File: src/rtl/cap_pkg.sv
package cap_pkg;
  typedef enum logic [1:0] {
    CAP_OFF  = 2'd0,
    CAP_RISE = 2'd1,
    CAP_FALL = 2'd2,
    CAP_BOTH = 2'd3
  } cap_mode_e;

  localparam int CAP_SLOTS = 2;
  localparam int SLOT_W    = $clog2(CAP_SLOTS + 1);
endpackage

File: src/rtl/cap_pin_sync.sv
module cap_pin_sync #(
  parameter int STAGES = 2
) (
  input  logic clk,
  input  logic rst,
  input  logic pin_i,
  output logic lvl_o,
  output logic prev_o
);
  logic [STAGES-1:0] chain_q;
  logic              prev_q;

  generate
    if (STAGES == 1) begin : g_one
      always_ff @(posedge clk) begin
        if (rst) chain_q <= '0;
        else     chain_q <= pin_i;
      end
    end else begin : g_many
      always_ff @(posedge clk) begin
        if (rst) chain_q <= '0;
        else     chain_q <= {chain_q[STAGES-2:0], pin_i};
      end
    end
  endgenerate

  always_ff @(posedge clk) begin
    if (rst) prev_q <= 1'b0;
    else     prev_q <= chain_q[STAGES-1];
  end

  assign lvl_o  = chain_q[STAGES-1];
  assign prev_o = prev_q;

  AST_PREV_FOLLOWS: assert property (@(posedge clk) disable iff (rst)
    !$past(rst) |-> (prev_q == $past(chain_q[STAGES-1])));
endmodule

File: src/rtl/cap_edge_qual.sv
module cap_edge_qual
  import cap_pkg::*;
(
  input  logic       clk,
  input  logic       rst,
  input  logic       lvl_i,
  input  logic       prev_i,
  input  logic [1:0] mode_i,
  input  logic       pin_is_input_i,
  output logic       hit_o,
  output logic       arm_o
);
  cap_mode_e mode;
  logic      mode_off_q;
  logic      rise, fall, sel_edge;

  assign mode = cap_mode_e'(mode_i);
  assign rise = lvl_i & ~prev_i;
  assign fall = ~lvl_i & prev_i;

  always_comb begin
    unique case (mode)
      CAP_RISE: sel_edge = rise;
      CAP_FALL: sel_edge = fall;
      CAP_BOTH: sel_edge = rise | fall;
      default:  sel_edge = 1'b0;
    endcase
  end

  always_ff @(posedge clk) begin
    if (rst) mode_off_q <= 1'b1;
    else     mode_off_q <= (mode == CAP_OFF);
  end

  assign hit_o = sel_edge & pin_is_input_i;
  assign arm_o = mode_off_q & (mode != CAP_OFF);

  AST_HIT_NEEDS_DIR: assert property (@(posedge clk) disable iff (rst)
    hit_o |-> pin_is_input_i);
  AST_OFF_NO_HIT: assert property (@(posedge clk) disable iff (rst)
    (mode_i == 2'd0) |-> !hit_o);
endmodule

File: src/rtl/cap_store.sv
module cap_store
  import cap_pkg::*;
#(
  parameter int CNT_W = 32
) (
  input  logic             clk,
  input  logic             rst,
  input  logic             hit_i,
  input  logic             rearm_i,
  input  logic             second_sel_i,
  input  logic [CNT_W-1:0] count_i,
  output logic [CNT_W-1:0] cap1_o,
  output logic [CNT_W-1:0] cap2_o,
  output logic             evt_o
);
  logic [SLOT_W-1:0] slot_q;
  logic [CNT_W-1:0]  cap1_q, cap2_q;
  logic              evt_q;
  logic              take;
  logic [SLOT_W-1:0] sel_slot;

  assign take     = hit_i & ~rearm_i & (slot_q < SLOT_W'(CAP_SLOTS));
  assign sel_slot = SLOT_W'(second_sel_i);

  always_ff @(posedge clk) begin
    if (rst) begin
      slot_q <= '0;
      cap1_q <= '0;
      cap2_q <= '0;
      evt_q  <= 1'b0;
    end else begin
      evt_q <= take & (slot_q == sel_slot);
      if (rearm_i) begin
        slot_q <= '0;
      end else if (take) begin
        slot_q <= slot_q + 1'b1;
        if (slot_q == '0) cap1_q <= count_i;
        else              cap2_q <= count_i;
      end
    end
  end

  assign cap1_o = cap1_q;
  assign cap2_o = cap2_q;
  assign evt_o  = evt_q;

  AST_SLOT_BOUND: assert property (@(posedge clk) disable iff (rst)
    slot_q <= SLOT_W'(CAP_SLOTS));
  AST_CAP1_HOLD: assert property (@(posedge clk) disable iff (rst)
    (slot_q != '0 && !rearm_i) |=> $stable(cap1_q));
  AST_CAP2_HOLD: assert property (@(posedge clk) disable iff (rst)
    (slot_q == SLOT_W'(CAP_SLOTS) && !rearm_i) |=> $stable(cap2_q));
  AST_REARM_CLEARS: assert property (@(posedge clk) disable iff (rst)
    rearm_i |=> (slot_q == '0) && !evt_q);
  AST_EVT_PULSE: assert property (@(posedge clk) disable iff (rst)
    evt_q |=> !evt_q || $past(hit_i));
endmodule

File: src/rtl/edge_capture_unit.sv
module edge_capture_unit #(
  parameter int CNT_W       = 32,
  parameter int SYNC_STAGES = 2
) (
  input  logic             clk,
  input  logic             rst,
  input  logic             pin_i,
  input  logic [CNT_W-1:0] count_i,
  input  logic [1:0]       mode_i,
  input  logic             pin_is_input_i,
  input  logic             second_sel_i,
  input  logic             clr_i,
  output logic [CNT_W-1:0] cap1_o,
  output logic [CNT_W-1:0] cap2_o,
  output logic             cap_evt_o
);
  logic lvl, prev_lvl, hit, arm, rearm;

  cap_pin_sync #(.STAGES(SYNC_STAGES)) u_sync (
    .clk(clk), .rst(rst), .pin_i(pin_i), .lvl_o(lvl), .prev_o(prev_lvl)
  );

  cap_edge_qual u_qual (
    .clk(clk), .rst(rst), .lvl_i(lvl), .prev_i(prev_lvl), .mode_i(mode_i),
    .pin_is_input_i(pin_is_input_i), .hit_o(hit), .arm_o(arm)
  );

  assign rearm = clr_i | arm;

  cap_store #(.CNT_W(CNT_W)) u_store (
    .clk(clk), .rst(rst), .hit_i(hit), .rearm_i(rearm),
    .second_sel_i(second_sel_i), .count_i(count_i),
    .cap1_o(cap1_o), .cap2_o(cap2_o), .evt_o(cap_evt_o)
  );

  AST_EVT_DIR: assert property (@(posedge clk) disable iff (rst)
    cap_evt_o |-> $past(pin_is_input_i));
endmodule

File: config.mk
export PLATFORM = sky130hd
export DESIGN_NAME = edge_capture_unit
export DESIGN_NICKNAME = d
export VERILOG_FILES = /design/src/rtl/cap_pkg.sv /design/src/rtl/cap_pin_sync.sv /design/src/rtl/cap_edge_qual.sv /design/src/rtl/cap_store.sv /design/src/rtl/edge_capture_unit.sv
export SDC_FILE = /design/constraint.sdc
export NUM_CORES = 1
export LEC_CHECK = 0
export BUFFER_PORTS_ARGS = -buffer_cell sky130_fd_sc_hd__clkbuf_2
export CAP_MARGIN = 10
export CORE_MARGIN = 5
export CORE_UTILIZATION = 40
export CTS_CLUSTER_SIZE = 10
export DETAILED_ROUTE_END_ITERATION = 7
export PLACE_DENSITY = 0.68
export SETUP_SLACK_MARGIN = 0.5
export SLEW_MARGIN = 30
export SYNTH_ARGS = -nofsm -noshare
export SYNTH_HDL_FRONTEND = slang
export SYNTH_HIERARCHICAL = 1
export SYNTH_SLANG_ARGS = --single-unit
File: constraint.sdc
create_clock -name clk -period 2.92 [get_ports clk]
set_input_delay 0.292 -clock clk [delete_from_list [all_inputs] [get_ports clk]]
set_output_delay 0.292 -clock clk [all_outputs]
set_load 0.1 [all_outputs]
# [Yosys cells after proc, flatten, opt, wreduce, memory -nomap -nowiden]
# Cells that the tools add are included.
# W data, S select, Z words.
[word_totals] regBits=71 elab_cells=33
[classes] n_reduce_logical=6 bitwise=13 n_addsub=1 mux=1 order_cmp=1 eq_ne=4
[ops] operator="$and A1 B1 Y1" n=7
[ops] operator="$reduce_and A3 Y1" n=2
[ops] operator="$eq A2 B2 Y1 const B" n=2
[ops] operator="$logic_not A2 Y1" n=2
[ops] operator="$not A1 Y1" n=4
[ops] operator="$pmux W1 S3" n=1
[ops] operator="$add A2 B1 Y2 const B" n=1
[ops] operator="$eq A2 B1 Y1" n=1
[ops] operator="$eq A2 B1 Y1 const B" n=1
[ops] operator="$lt A2 B2 Y1 const B" n=1
[ops] operator="$or A1 B1 Y1" n=2
[ops] operator="$reduce_bool A2 Y1" n=1
[ops] operator="$reduce_or A2 Y1" n=1

# [Logic depth before layout (Yosys ltp)]
[depth] depth_word=8 depth_mapped=9

# [Cells and area by module]
# The synthesis kept the hierarchy.
[modules_own_cells] module="cap_store" cells_each=295 area_per_inst_um2=2373.5 seq_area_each_um2=1341.3 n_inst=1
[modules_own_cells] module="cap_edge_qual" cells_each=12 area_per_inst_um2=102.6 seq_area_each_um2=20.0 n_inst=1
[modules_own_cells] module="cap_pin_sync" cells_each=6 area_per_inst_um2=78.8 seq_area_each_um2=60.1 n_inst=1
[modules_own_cells] module="edge_capture_unit" cells_each=1 area_per_inst_um2=6.3 seq_area_each_um2=0.0 n_inst=1

# [Worst setup path before layout]
# OpenSTA, ideal clock, no wires.
[synth_path] path_type="reg-to-reg" startpoint="register u_sync.chain_q[1]" endpoint="register u_store.cap2_q[1] (netlist: u_store/cap2_o[1])" path_buffers=2 required_ns=2.788 t_arrival_ns=1.945 period_less_slack_ns=2.077 path_stages_with_launch=10 setup_slack_ns=0.843 cell_sequence="dfxtp_1 > inv_1 > ha_1 > and2_1 > o31ai_2 > or4b_1 > buf_2 > buf_6 > nand2_1 > a21oi_1"
[synth_between] elab_chain_cells=8 word_cells_on_any_way=9
[synth_lines] element="start: declaration" line="cap_pin_sync.sv:10" rtl="logic [STAGES-1:0] chain_q;"
[synth_lines] element="start signal: assignment" line="cap_pin_sync.sv:22" rtl="else chain_q <= {chain_q[STAGES-2:0], pin_i};"
[synth_lines] element="$not A1 Y1" line="cap_edge_qual.sv:19" rtl="assign fall = ~lvl_i & prev_i;"
[synth_lines] element="$and A1 B1 Y1" line="cap_edge_qual.sv:19"
[synth_lines] element="$or A1 B1 Y1" line="cap_edge_qual.sv:25" rtl="CAP_BOTH: sel_edge = rise | fall;"
[synth_lines] element="$pmux W1 S3 (*)" line="cap_edge_qual.sv:22" rtl="unique case (mode)"
[synth_lines] element="$and A1 B1 Y1 (*)" line="cap_edge_qual.sv:35" rtl="assign hit_o = sel_edge & pin_is_input_i;"
[synth_lines] element="net hit" line="edge_capture_unit.sv:17" rtl="logic lvl, prev_lvl, hit, arm, rearm;"
[synth_lines] element="$and A1 B1 Y1 (*) (2 in a row)" line="cap_store.sv:22" rtl="assign take = hit_i & ~rearm_i & (slot_q < SLOT_W'(CAP_SLOTS));"
[synth_lines] element="$reduce_and A3 Y1 (no source line) (*)"
[synth_lines] element="end signal: assignment" line="cap_store.sv:38" rtl="else cap2_q <= count_i;"
[synth_lines] element="end: declaration" line="cap_store.sv:17" rtl="logic [CNT_W-1:0] cap1_q, cap2_q;"
# Mark *: on every way through the listed nets, which the timed path passes. The rest lies on a longest branch.
# A chain may end at the register's enable or synchronous reset.

# [Worst setup path after layout]
[layout_path] startpoint="register u_sync.chain_q[1]" endpoint="register u_store.cap2_q[7] (netlist: u_store/cap2_o[7])"
# The elaborated chain is that of the path after synthesis.

==> metrics.md <==
| Metric | Value |
|---|---|
| Status | complete, no violations |
| Share of layout cells above drive strength 1 | 31.28% |
| H-tree levels | 3 |
| Die footprint | ~8000 um2 |
| GPL Wtd Cong | between 0.7 and 0.8 |
| Vias in the first global route | 2,372 |
| PwrDens | around 570 nW/um2 |
| Total wire length | 6574 um |
| Worst slew pin tran | about 0.57 ns |
| Slew HR | 61.84% |
| Final Skew | slightly above 0.007 ns |
| Clk slew on worst S/H paths | roughly 0.07 ns |
| Worst min-delay path category | in -> reg |
| Pleak | around 1.4 nW |
| CP Launch Type | flip-flop |
| Post-route ant nets | 0 |
| Total GRT Usage | ~16% |
| Synth Area in Compound Gates | between 10% and 20% |
| Die X | roughly 90 um |
| Core area | approximately 6300 um2 |
| Row count | 29 |
| Most frequent cells in the layout | nand2_1, clkbuf_2, dfxtp_1, a21oi_1, buf_4 |
| Simple-gate share of the synthesized area | between 20% and 30% |
| Sequential area share after synthesis | 55.50% |
| Vias/cell | about 4.7 |
| Ant. Diodes | 0 |
| First-pass GRT wire length | 10,980 um |
| Max Slew Vio Count | 0 |
| Adder-Cell Fraction of Synth Area | about 1.5% |
| Final setup fails | 0 |
| Most common cell after layout, fill and taps aside | nand2_1 |
| Clock Tree Buf Depth | 2 |
| Syn Nets | approximately 360 |
| Post-Synthesis Cells | ~310 |
| Drt first pass iters | 4 |
| RSZ-0062 raised after global routing | no |
| CTS tree | yes |
| Drt drc | 0 |
| 1st-iter DRT viols | 61 |
| Ys Warns | 6 |
| FMAX | about 450 MHz |
| Cell count after placement | roughly 480 |
| DR WL/cell | between 10 and 15 um |
| IO buf count | 104 |
| Crit path time final | 2.236 ns |
| Ports | 105 |
| Post-route clock period utilization | approximately three quarters |
| Largest net degree at the start of global routing | 53 |
| Max-Cap Viols | 0 |
| Fin. Hold Viols | 0 |
| Arrival time at the worst endpoint | 2.42 ns |
| Synth Register Bits | between 70 and 80 |
| XOR/XNOR Fraction of Synth Area | less than 1% |
| Cts bufs inserted | 9 |
| Crit Path Class | reg -> reg |
| Worst EP required | a little over 3 ns |
| Worst vdd ir | roughly 0.00032 V |
| Area delta synth->final | 31.75% |
| Post-DP HPWL | between 4000 and 5000 um |
| Synthesized area per cell | around 8.2 um2 |
| Chip height | around 90 um |
| Cell variety after synth | 25 |
| Routed vias | between 2,000 and 2,500 |
| Worst skew pair latency | 0.32 ns |
| Post-synthesis mux area share | 0% |
| Total gr overflow | 0 |
| Critical path peak fanout | 19 |
| Sum Neg Setup Slack | 0 ns |
| Sink Count | 71 |
| Largest family of logic cells by synthesized area | simple AND/OR/NAND/NOR gates |
| Root Buffer | clkbuf_8 |
| Starting Density | between 40% and 50% |
| Nets | between 400 and 500 |
| Setup crit end kind | flip-flop |
| CTS Hold Buffers Added | 0 |
| Finished Layout Cells | ~500 |
| Synthesized cell area | between 2000 and 3000 um2 |
| Initial antenna violation count | 0 |
[critical path: stages, from the launching register on]
cell	delay (ns)
dfxtp_1	0.35
inv_1	0.05
ha_1	0.28
and2_1	0.16
o31ai_2	0.38
or4b_1	0.49
buf_4	0.22
nand2_1	0.09
a21oi_1	0.06
[repair_timing]
| action | CTS | global route |
|---|---|---|
| resized for setup | 0 | 0 |
| setup buffers | 0 | 1 |
| endpoints found under the hold margin | 0 | 0 |
| endpoints found under the setup margin | 0 | 26 |
[sequential cells by signal (all words and copies together) (netlist names)]
register	cells
u_store/slot_q	2
u_qual/mode_off_q	1
u_sync/prev_o	1
u_store/cap2_o	32
u_store/cap1_o	32
u_sync/chain_q	2
u_store/evt_o	1
[through the flow]
step	area, um2	power, W	util [%]	hold WS [ns]	setup slack, ns
2_1_floorplan	2561	0.001078	-	0.3636	0.8425
4_1_cts	3367	0.001957	53.64	0.1591	0.6511
5_1_grt	3374	0.002003	53.76	0.1677	0.5469
3_5_place_dp	3154	0.001130	50.25	0.4281	0.6638
6_report	3374	0.001935	53.76	0.1726	0.6837
3_3_place_gp	3152	0.001130	50.21	0.4261	0.7061
[kinds of logic (layout without fill, tap and decap cells)]
| group | after synthesis | in the layout |
|---|---|---|
| AOI/OAI and AO/OA | 68 | 68 |
| xor gates and xnor gates | 2 | 2 |
| adders and majority gates | 3 | 3 |
| buffers and inverters | 26 | 134 |
| DFF | 71 | 71 |
| and+or+nand+nor | 144 | 144 |
[worst paths after layout]
| kind | startpoint | end | slack [ns] | depth (start not counted) |
|---|---|---|---|---|
| worst max-delay path | u_sync/chain_q[1] | u_store/cap2_o[7] | 0.68 | 8 |
| worst max register to register | u_sync/chain_q[1] | u_store/cap2_o[7] | 0.68 | 8 |
| worst min-delay path | pin_i | u_sync/chain_q[0] | 0.17 | 2 |
| worst min register to register | u_sync/chain_q[0] | u_sync/chain_q[1] | 0.44 | 1 |
[synth_stat cells]
cell type	n	area [um2]
a21oi_1	65	325.3
and2_1	1	6.260
buf_1	1	3.750
buf_2	10	50.05
buf_6	3	33.78
clkbuf_1	8	30.03
dfxtp_1	71	1421
ha_1	3	37.54
inv_1	4	15.01
nand2_1	129	484.2
nand4b_1	1	8.760
nand4bb_1	1	11.26
nor2_1	1	3.750
nor2b_1	4	25.02
nor3_1	2	10.01
nor4b_1	1	8.760
nor4b_2	1	15.01
nor4bb_1	1	10.01
o21a_1	1	7.510
o21bai_1	1	7.510
o31ai_2	1	12.51
or2_1	1	6.260
or4b_1	1	10.01
xnor2_1	1	8.760
xor2_1	1	8.760
[power by group]
group	switching [W]	leakage, nW	internal (W)	total, W
clock network	0.000350	0.102	0.000478	0.000828
registers	0.00000384	0.573	0.000976	0.000980
logic	0.0000901	0.711	0.0000371	0.000127
total	0.000444	1.39	0.00149	0.00194
[layer usage]
| metal | GRT usage (%) | part of all wire [%] |
|---|---|---|
| met5 | 0 | 0 |
| met4 | 6.452 | 1.2 |
| met3 | 3.840 | 5.6 |
| met2 | 28.35 | 51 |
| met1 | 18.45 | 42 |
[cell type report]
class                           instances  area (um2)
Clock buffer                           10       127.6
Multi-Input combinational cell        217        1031
Clock inverter                          6       85.08
Inverter                                4       15.01
Fill cell                             629        2903
Timing Repair Buffer                  114       598.1
Sequential cell                        71        1421
Tap cell                               77       96.34
No activity file was read; power rests on OpenSTA's default activity.
